<file path="src/rtl/dls_pkg.sv">
package dls_pkg;
    localparam int LANES = 4;
    localparam int DW    = 8 * LANES;

    typedef enum logic [2:0] {
        S_IDLE, S_TAR, S_GATHER, S_WRITE, S_READ, S_EMIT, S_DONE
    } dls_state_e;

    localparam logic [1:0] OP_TAR = 2'd0;
    localparam logic [1:0] OP_WR  = 2'd1;
    localparam logic [1:0] OP_RD  = 2'd2;

    function automatic logic size_legal(input logic [2:0] sz);
        return (sz == 3'd1) || (sz == 3'd2) || (sz == 3'd4);
    endfunction

    function automatic logic [1:0] quirk_xor(input logic [2:0] sz);
        case (sz)
            3'd2:    return 2'd2;
            3'd1:    return 2'd3;
            default: return 2'd0;
        endcase
    endfunction

    function automatic logic [1:0] quirk_base(input logic [2:0] sz);
        case (sz)
            3'd4:    return 2'd3;
            3'd2:    return 2'd1;
            default: return 2'd0;
        endcase
    endfunction
endpackage

</file>
<file path="src/rtl/dls_lane_map.sv">
module dls_lane_map
    import dls_pkg::*;
(
    input  logic [1:0] addr_lo,
    input  logic [2:0] size,
    input  logic       quirk,
    input  logic       is_wr,
    input  logic [1:0] xor_c,
    output logic [1:0] lane
);
    always_comb begin
        if (!quirk)
            lane = addr_lo;
        else if (is_wr)
            lane = quirk_base(size) ^ addr_lo ^ xor_c;
        else
            lane = 2'd3 - addr_lo;
    end
endmodule

</file>
<file path="src/rtl/dls_tar_policy.sv">
module dls_tar_policy #(
    parameter int BLK = 1024,
    localparam int BLK_W = $clog2(BLK)
) (
    input  logic [BLK_W-1:0] nxt_off,
    input  logic [2:0]       size,
    input  logic             incr,
    input  logic             xor_nz,
    output logic             need
);
    logic wrap_near;
    assign wrap_near = (32'(nxt_off) < 32'(size));
    assign need      = incr && (xor_nz || wrap_near);
endmodule

</file>
<file path="src/rtl/dbg_lane_steer.sv">
module dbg_lane_steer
    import dls_pkg::*;
#(
    parameter int ADDR_W = 32,
    parameter int CNT_W  = 16,
    parameter int BLK    = 1024
) (
    input  logic              clk,
    input  logic              rst_n,
    input  logic              start,
    input  logic              cmd_write,
    input  logic [ADDR_W-1:0] cmd_addr,
    input  logic [2:0]        cmd_size,
    input  logic [CNT_W-1:0]  cmd_count,
    input  logic              cmd_incr,
    input  logic              cmd_quirk,
    output logic              busy,
    output logic              done,
    output logic              err_align,
    output logic              err_bus,
    output logic [CNT_W+2:0]  bytes_done,
    input  logic              in_valid,
    input  logic [7:0]        in_data,
    output logic              in_ready,
    output logic              out_valid,
    output logic [7:0]        out_data,
    input  logic              out_ready,
    output logic              bus_req,
    output logic [1:0]        bus_op,
    output logic [31:0]       bus_wdata,
    input  logic              bus_ready,
    input  logic              bus_err,
    input  logic [31:0]       bus_rdata
);
    localparam int BLK_W = $clog2(BLK);
    localparam int BD_W  = CNT_W + 3;

    dls_state_e        state_q, state_d;
    logic              is_wr_q, quirk_q, incr_q;
    logic [2:0]        size_q;
    logic [1:0]        xor_q;
    logic [ADDR_W-1:0] addr_q, tar_q, nxt_addr;
    logic [CNT_W-1:0]  items_q;
    logic [1:0]        nib_q;
    logic [DW-1:0]     word_q, word_upd;
    logic [BD_W-1:0]   bcnt_q;
    logic              ea_q, eb_q;

    logic       accept, cmd_bad, bus_hs, in_hs, out_hs, last_nib, more, need_tar;
    logic [1:0] cmd_xor, lane;

    assign accept  = (state_q == S_IDLE) && start;
    assign cmd_xor = (cmd_quirk && cmd_write) ? quirk_xor(cmd_size) : 2'd0;
    assign cmd_bad = !size_legal(cmd_size) ||
                     (cmd_quirk && |(cmd_addr[1:0] & (cmd_size[1:0] - 2'd1)));
    assign bus_hs   = bus_req && bus_ready;
    assign in_hs    = in_ready && in_valid;
    assign out_hs   = out_valid && out_ready;
    assign last_nib = (nib_q == (size_q[1:0] - 2'd1));
    assign more     = (items_q != CNT_W'(1));
    assign nxt_addr = (state_q == S_EMIT) ? addr_q + ADDR_W'(1) : addr_q;

    dls_lane_map u_lane (
        .addr_lo (addr_q[1:0]),
        .size    (size_q),
        .quirk   (quirk_q),
        .is_wr   (is_wr_q),
        .xor_c   (xor_q),
        .lane    (lane)
    );

    dls_tar_policy #(.BLK(BLK)) u_policy (
        .nxt_off (nxt_addr[BLK_W-1:0]),
        .size    (size_q),
        .incr    (incr_q),
        .xor_nz  (xor_q != 2'd0),
        .need    (need_tar)
    );

    for (genvar g = 0; g < LANES; g++) begin : g_lane
        assign word_upd[g*8 +: 8] = (lane == 2'(g)) ? in_data : word_q[g*8 +: 8];
    end

    // next-state decision
    always_comb begin
        state_d = state_q;
        unique case (state_q)
            S_IDLE:   if (start) state_d = (cmd_bad || cmd_count == '0) ? S_DONE : S_TAR;
            S_TAR:    if (bus_hs) state_d = bus_err ? S_DONE : (is_wr_q ? S_GATHER : S_READ);
            S_GATHER: if (in_hs && last_nib) state_d = S_WRITE;
            S_WRITE:  if (bus_hs) begin
                          if (bus_err || !more) state_d = S_DONE;
                          else state_d = need_tar ? S_TAR : S_GATHER;
                      end
            S_READ:   if (bus_hs) state_d = bus_err ? S_DONE : S_EMIT;
            S_EMIT:   if (out_hs && last_nib) begin
                          if (!more) state_d = S_DONE;
                          else state_d = need_tar ? S_TAR : S_READ;
                      end
            S_DONE:   state_d = S_IDLE;
            default:  state_d = S_IDLE;
        endcase
    end

    // state register and datapath
    always_ff @(posedge clk or negedge rst_n) begin
        if (!rst_n) begin
            state_q <= S_IDLE;
            is_wr_q <= 1'b0;
            quirk_q <= 1'b0;
            incr_q  <= 1'b0;
            size_q  <= 3'd4;
            xor_q   <= 2'd0;
            addr_q  <= '0;
            tar_q   <= '0;
            items_q <= '0;
            nib_q   <= 2'd0;
            word_q  <= '0;
            bcnt_q  <= '0;
            ea_q    <= 1'b0;
            eb_q    <= 1'b0;
        end else begin
            state_q <= state_d;
            unique case (state_q)
                S_IDLE: if (start) begin
                    is_wr_q <= cmd_write;
                    quirk_q <= cmd_quirk;
                    incr_q  <= cmd_incr;
                    size_q  <= cmd_size;
                    xor_q   <= cmd_xor;
                    addr_q  <= cmd_addr;
                    tar_q   <= cmd_addr ^ ADDR_W'(cmd_xor);
                    items_q <= cmd_count;
                    nib_q   <= 2'd0;
                    word_q  <= '0;
                    bcnt_q  <= '0;
                    ea_q    <= cmd_bad;
                    eb_q    <= 1'b0;
                end
                S_TAR: if (bus_hs && bus_err) eb_q <= 1'b1;
                S_GATHER: if (in_hs) begin
                    word_q <= word_upd;
                    addr_q <= addr_q + ADDR_W'(1);
                    nib_q  <= nib_q + 2'd1;
                end
                S_WRITE: if (bus_hs) begin
                    if (bus_err) eb_q <= 1'b1;
                    else begin
                        bcnt_q  <= bcnt_q + BD_W'(size_q);
                        items_q <= items_q - CNT_W'(1);
                        tar_q   <= nxt_addr ^ ADDR_W'(xor_q);
                        nib_q   <= 2'd0;
                        word_q  <= '0;
                    end
                end
                S_READ: if (bus_hs) begin
                    if (bus_err) eb_q <= 1'b1;
                    else begin
                        word_q <= bus_rdata;
                        bcnt_q <= bcnt_q + BD_W'(size_q);
                        nib_q  <= 2'd0;
                    end
                end
                S_EMIT: if (out_hs) begin
                    addr_q <= nxt_addr;
                    nib_q  <= nib_q + 2'd1;
                    if (last_nib) begin
                        items_q <= items_q - CNT_W'(1);
                        tar_q   <= nxt_addr ^ ADDR_W'(xor_q);
                        nib_q   <= 2'd0;
                    end
                end
                S_DONE: ;
                default: ;
            endcase
        end
    end

    // outputs
    always_comb begin
        busy       = (state_q != S_IDLE);
        done       = (state_q == S_DONE);
        err_align  = ea_q;
        err_bus    = eb_q;
        bytes_done = bcnt_q;
        in_ready   = (state_q == S_GATHER);
        out_valid  = (state_q == S_EMIT);
        out_data   = word_q[{lane, 3'b000} +: 8];
        bus_req    = 1'b0;
        bus_op     = OP_TAR;
        bus_wdata  = '0;
        unique case (state_q)
            S_TAR:   begin bus_req = 1'b1; bus_op = OP_TAR; bus_wdata = tar_q[31:0]; end
            S_WRITE: begin bus_req = 1'b1; bus_op = OP_WR;  bus_wdata = word_q;      end
            S_READ:  begin bus_req = 1'b1; bus_op = OP_RD;                           end
            default: ;
        endcase
    end

    // an illegal size never reaches the bus
    p_reject_quiet_r1: assert property (@(posedge clk) disable iff (!rst_n)
        accept && !size_legal(cmd_size) |=> done && err_align && !bus_req);

    // quirk-mode misalignment is refused
    p_align_reject_r6: assert property (@(posedge clk) disable iff (!rst_n)
        accept && cmd_quirk && size_legal(cmd_size) &&
        ((cmd_addr[2:0] & (cmd_size - 3'd1)) != 3'd0) |=> done && err_align);

    // quirk write with nonzero XOR reprograms the address register next
    p_quirk_rewrite_r8: assert property (@(posedge clk) disable iff (!rst_n)
        bus_hs && !bus_err && bus_op == OP_WR && quirk_q && incr_q &&
        xor_q != 2'd0 && more |=> bus_req && bus_op == OP_TAR);

    // an error response ends bus activity
    p_err_halt_r10: assert property (@(posedge clk) disable iff (!rst_n)
        bus_hs && bus_err |=> done && err_bus && !bus_req);

    // a pending request is held
    p_req_hold_r12: assert property (@(posedge clk) disable iff (!rst_n)
        bus_req && !bus_ready |=> bus_req && $stable(bus_op) && $stable(bus_wdata));

    // a pending output byte is held
    p_out_hold_r13: assert property (@(posedge clk) disable iff (!rst_n)
        out_valid && !out_ready |=> out_valid && $stable(out_data));
endmodule

</file>
<file path="config.mk">
export PLATFORM = sky130hd
export DESIGN_NAME = dbg_lane_steer
export DESIGN_NICKNAME = d
export VERILOG_FILES = /design/src/rtl/dls_pkg.sv /design/src/rtl/dls_lane_map.sv /design/src/rtl/dls_tar_policy.sv /design/src/rtl/dbg_lane_steer.sv
export SDC_FILE = /design/constraint.sdc
export NUM_CORES = 1
export LEC_CHECK = 0
export BUFFER_PORTS_ARGS = -buffer_cell sky130_fd_sc_hd__buf_2
export CAP_MARGIN = 20
export CORE_MARGIN = 8
export CORE_UTILIZATION = 41
export DETAILED_ROUTE_END_ITERATION = 16
export SYNTH_ARGS = -nofsm -noshare
export SYNTH_HDL_FRONTEND = slang
export SYNTH_SLANG_ARGS = --single-unit
</file>
<file path="constraint.sdc">
create_clock -name clk -period 2.68 [get_ports clk]
set_input_delay 0.402 -clock clk [delete_from_list [all_inputs] [get_ports clk]]
set_output_delay 0.402 -clock clk [all_outputs]
set_load 0.005 [all_outputs]
</file>
# Word-level counts from Yosys, hierarchy flattened
# Cells that the tools add are included.
# totals
ff_bits	146
latchBits	0
ram_bits	0
rom_bits	0
input_bits	101
wordCells	177
n_memories	0
# classes
addsub	7
n_mul	0
n_div	0
n_lt_le_gt_ge	1
eq_ne	35
shifts	1
n_mux	69
bitwise_logic	5
n_reduce_logical	42
# ops
operator	count
32-bit 2-to-1 mux	15
32-bit case mux with 3 select lines	2
32-bit case mux with 4 select lines	1
16-bit 2-to-1 mux	5
32-bit case mux with 2 select lines	1
32-bit by 2-bit bitwise XOR with 32-bit output	2
19-bit 2-to-1 mux	3
16-bit case mux with 3 select lines	1
19-bit case mux with 2 select lines	1
3-bit 2-to-1 mux	12
32-bit by 1-bit adder with 32-bit output (second input constant)	1
8-bit 2-to-1 mux	4
8-bit AND reduction	4
32-bit by 6-bit variable part select with 8-bit output	1
2-bit 2-to-1 mux	13
2-bit by 1-bit inequality test with 1-bit output (second input constant)	11
19-bit by 3-bit adder with 19-bit output	1
3-bit case mux with 6 select lines	1
6-bit AND reduction	3
16-bit logical NOT	1
16-bit by 1-bit inequality test with 1-bit output (second input constant)	1
2-bit inequality test (second input constant)	8
16-bit by 1-bit subtractor with 16-bit output (second input constant)	1
3-bit == test (second input constant)	5
28 further kinds	62

# Longest topological paths before layout
# logic_depth
depth_word	12
mapped_depth	12
mapped_depth_nobuf	10

# Hierarchy
# Synthesis repeated with hierarchy kept, for this count alone.
# hier_totals
cells_unflattened	1104
hier_area_um2	10084.7
# modules_own_cells
mod	instances	cells_each	area_each_um2	seq_area_each_um2
dbg_lane_steer	1	1072	9823.2	3654.8
dls_lane_map	1	22	173.9	0.0
dls_tar_policy	1	10	87.6	0.0

# Worst setup path before layout
# No wires, ideal clock.
# synth_timing
kind	flip-flop to flip-flop
from	register state_q[1]
to	register state_q[1]
setup_time_ns	0.131
arrival_time_ns	2.760
setup_slack_ns	-0.211
stages_incl_launch_ff	13
path_buffers	3
period_less_slack_ns	2.891
path_cell_list	dfrtp_1 -> buf_2 -> nand3b_1 -> clkinv_1 -> buf_2 -> buf_1 -> ha_1 -> nand2_1 -> a21o_1 -> a221o_1 -> a2111o_1 -> a21oi_1 -> o22ai_1
# synth_via
elab_chain_len	9
elab_cells_between_ends	28
cone_classes	1 x order compare; 11 x eq/ne; 6 x mux; 10 x reduce/logical
# synth_lines
element	line_no	text
from (decl)	dbg_lane_steer.sv:38	dls_state_e state_q, state_d;
from (signal assigned)	dbg_lane_steer.sv:123	state_q <= state_d;
3-bit == test *	dbg_lane_steer.sv:187	out_valid = (state_q == S_EMIT);
via out_valid	dbg_lane_steer.sv:25	output logic out_valid,
32-bit 2-to-1 mux	dbg_lane_steer.sv:61	assign nxt_addr = (state_q == S_EMIT) ? addr_q + ADDR_W'(1) : addr_q;
10-bit by 3-bit less-than comparator with 1-bit output	dls_tar_policy.sv:12	assign wrap_near = (32'(nxt_off) < 32'(size));
1-bit logical OR	dls_tar_policy.sv:13	assign need = incr && (xor_nz || wrap_near);
1-bit logical AND	dls_tar_policy.sv:13	
2-bit 2-to-1 mux	dbg_lane_steer.sv:93	else state_d = need_tar ? S_TAR : S_GATHER;
3-bit 2-to-1 mux	dbg_lane_steer.sv:92	if (bus_err || !more) state_d = S_DONE;
3-bit 2-to-1 mux	dbg_lane_steer.sv:91	S_WRITE: if (bus_hs) begin
3-bit case mux with 6 select lines	dbg_lane_steer.sv:87	unique case (state_q)
# Mark *: on every way through the listed nets, which the timed path passes. The rest lies on a longest branch. The select of a mux whose other input is x is not followed.
# A chain may end at the register's enable or synchronous reset.

# Worst setup path after layout
# layout_timing
from	register size_q[1]
to	output out_data[7]
# layout_via
elab_chain_len	9
elab_cells_between_ends	10
cone_classes	2 x eq/ne; 1 x shift; 5 x mux; 2 x bitwise
# layout_lines
element	line_no	text
from (decl)	dbg_lane_steer.sv:40	logic [2:0] size_q;
from (signal assigned)	dbg_lane_steer.sv:129	size_q <= cmd_size;
3-bit by 2-bit == test with 1-bit output or 3-bit == test (tied branches)	dls_pkg.sv:26	case (sz)
2-bit case mux with 2 select lines *	dls_pkg.sv:26	
2-bit 2-to-1 mux *	dls_lane_map.sv:14	else if (is_wr)
2-bit 2-to-1 mux *	dls_lane_map.sv:12	if (!quirk)
2-bit bitwise XOR * (2 in a row)	dls_lane_map.sv:15	lane = quirk_base(size) ^ addr_lo ^ xor_c;
2-bit 2-to-1 mux *	dls_lane_map.sv:14	
2-bit 2-to-1 mux *	dls_lane_map.sv:12	
32-bit by 6-bit variable part select with 8-bit output *	dbg_lane_steer.sv:188	out_data = word_q[{lane, 3'b000} +: 8];
to (decl)	dbg_lane_steer.sv:26	output logic [7:0] out_data,
# Every way passes the cells marked *; elsewhere a longest branch is shown, timed or not. The select of a mux whose other input is x is not followed.

==> metrics.yaml <==
job:
  cap_violations: 0
floorplanning:
  core_mm2: 0.0233
  rows: 56
  initial_core_util_pct: 41.4
  die-area_mm2: 0.0287
  ios: 169
  die_y_um: 169
  die_width_um: 169
final_layout:
  stdcell_area_mm2: 0.0120
  finalCoreUtilization_pct: 51.4
  final_common_cell: "buf_2"
  area.growth.synth_to_final_pct: 24.2
  drive_gt1_share_pct: 27.9
  final_cell_mix: "buf_2 (165), dfrtp_1 (145), a21oi_1 (102), nand2_1 (100), nor2_1 (94)"
  nNetsFinal: 1413
logic_synthesis:
  yosysSeqAreaShare_pct: 37.9
  synthCells: 1115
  async_reset_ff_share_pct: 100
  synth_nets: 1231
  yosysUniqueCellTypes: 75
  ys_seq_elements: 146
  synth.area.top_cells: "dfrtp_1 (38%), a22o_1 (6.3%), a21oi_1 (5.4%), o21ai_0 (4.5%), mux2_2 (4.0%)"
  netlist_area_mm2: 0.00963
  yosys.area.top_type_share_pct: 37.7
  synth-edff-count: 0
  synth_area_per_cell_um2: 8.64
  synth.largest_area_cell: "dfrtp_1"
  ys_warn_count: 0
  ys.flop_type: "dfrtp_1"
setup_path:
  cp.arrival_ps: 2480
  path_max_fanout: 6
  rrSetupSlack_ps: 140
  end_kind: "output pin"
  path_class: "reg2out"
  start_kind: "flop"
  worstRegToRegCells: 12
  cp.required_ps: 2280
route:
  antenna_left: 0
  drtIter0Drc: 956
  drtPass1Iterations: 6
  wl_per_cell_um: 20.5
  post-route-drc-count: 0
  vias: 9595
  viasPerCell: 5.89
  wirelength_mm: 33.5
global_route:
  grt_usage_pct: 23.1
  grt-ovfl-total: 0
  grt_pass1_wl_mm: 52.2
  antenna_found_initial: 1
  grt_pass1_vias: 9159
  grt_max_degree: 77
sta:
  whs_ps: 174
  skew_ps: 11.0
  finalCriticalPeriod_ps: 2880
  rsz0062_at_grt: "yes"
  final.setup.worst_slack_ps: -200
  fmaxAchievable_mhz: 347
  maxSlewHeadroom_pct: 50.7
  hold_viol: 0
  fin_crit_sh_pct: 107
  maxSlewViolCount: 0
  final-setup-viol-count: 8
  worstMarginPinSlew_ps: 737
power:
  peakVddDrop_v: 0.000514
  p_leak_uw: 0.00537
  p_total_uw: 14700
  powerDensity_mw_per_mm2: 1230
worst_hold_path:
  hold_depth: 3
  min_path_type: "in2reg"
place:
  pre_cts_ws_ps: 8.07
  io_buffer_count: 168
  place_hpwl_mm: 25.1
  place.gp.congestion: 0.879
  place_area_mm2: 0.0112
clock_network:
  cts_root_buf: "clkbuf_16"
  cts_tree: "built"
  cts.clk_slew.worst_paths_ps: 70
  clock_sinks: 146
  clock_path_buffers: 2
  numCtsBuffers: 17
  insertion_delay_ps: 430
  cts.htree.levels: 4
run_status:
  violations: "negative setup slack"
  status: "finished, violations left"
-- power breakdown --
part	total, uW	internal [uW]	leakage [uW]	switching (uW)
registers	4170	3120	0.00180	1060
logic	8080	3600	0.00327	4480
clock network	2480	1400	0.000299	1080
total	14700	8120	0.00537	6610
-- critical path: stages, from the launching register on --
cell and delay [ps]:
dfrtp_1 380, inv_2 60, ha_4 170, mux2i_2 180
xnor2_1 160, mux2_4 320, and2_4 190, mux4_2 450
buf_6 130
-- cell families (layout without fill, tap and decap cells) --
group	after synthesis	count (layout)	synth area share (%)
other cells	0	1	0
buf+inv	115	310	4.82
simple gates	368	368	19.1
compound gates	386	386	26.3
mux	51	51	6.78
fa+ha+maj	15	15	2.03
xor+xnor	34	34	3.09
flops	146	146	37.9
-- cell usage after synthesis (all sizes together) (6+ instances only) --
cell,number
dfrtp,145
a21oi,106
nand2,101
nor2,98
o21ai,87
a22o,69
clkbuf,46
buf,40
nand3,39
mux2,34
inv,27
nor3,26
a31oi,22
nand4,21
xnor2,20
nor4,19
o22ai,16
ha,14
xor2,14
a21o,12
o22a,12
a22oi,9
mux2i,9
nor2b,9
and3,8
mux4,8
o31ai,8
and4,7
or3,7
a221oi,6
o211ai,6
or4,6
-- what timing repair did --
item	4_1_cts	5_1_grt
hold buffers	1	0
pin swaps	3	2
endpoints found under the hold margin	50	0
cloned	1	0
buffers inserted	5	1
gates resized for setup	10	9
setup endpoints to repair	8	34
-- per-stage QoR --
stage          setup TNS [ps]  std cells
2_1_floorplan               0       1115
3_3_place_gp                0       1589
3_5_place_dp                0       1589
4_1_cts                 -1560       1628
5_1_grt                 -2120       1630
6_report                -1360       1630
-- registers in the layout, summed over array words and instances (netlist names) --
register and cells:
addr_q 32, tar_q 32, word_q 32, bytes_done 19, items_q 16, size_q 3, state_q 3, nib_q 2
xor_q 2, err_align 1, err_bus 1, incr_q 1, is_wr_q 1, quirk_q 1
-- area by class of cell --
| class | count | area [um^2] |
|---|---|---|
| diodes | 1 | 2.50 |
| clock buffers | 17 | 425 |
| clock inverters | 15 | 170 |
| fillers | 2283 | 11300 |
| inverters | 29 | 110 |
| multi-input cells | 854 | 5610 |
| flip-flops and latches | 146 | 3650 |
| well taps | 319 | 399 |
| repair buffers | 249 | 1600 |
-- final timing paths --
| kind | end | startpoint |
|---|---|---|
| max reg2reg | word_q[14] | size_q[1] |
| min reg2reg | tar_q[7] | tar_q[7] |
| max in group asynchronous | size_q[2] | rst_n |
| min | incr_q | cmd_incr |
| max | out_data[7] | size_q[1] |
| min in group asynchronous | word_q[27] | rst_n |
-- layer usage --
| metal | part of all wire (%) | GRT usage, % |
|---|---|---|
| met3 | 8.8 | 5.09 |
| met4 | 0.89 | 4.77 |
| met2 | 44 | 34.8 |
| met1 | 46 | 33.4 |
| met5 | 0 | 0 |
Note: power is estimated with default switching activity, not from simulation.
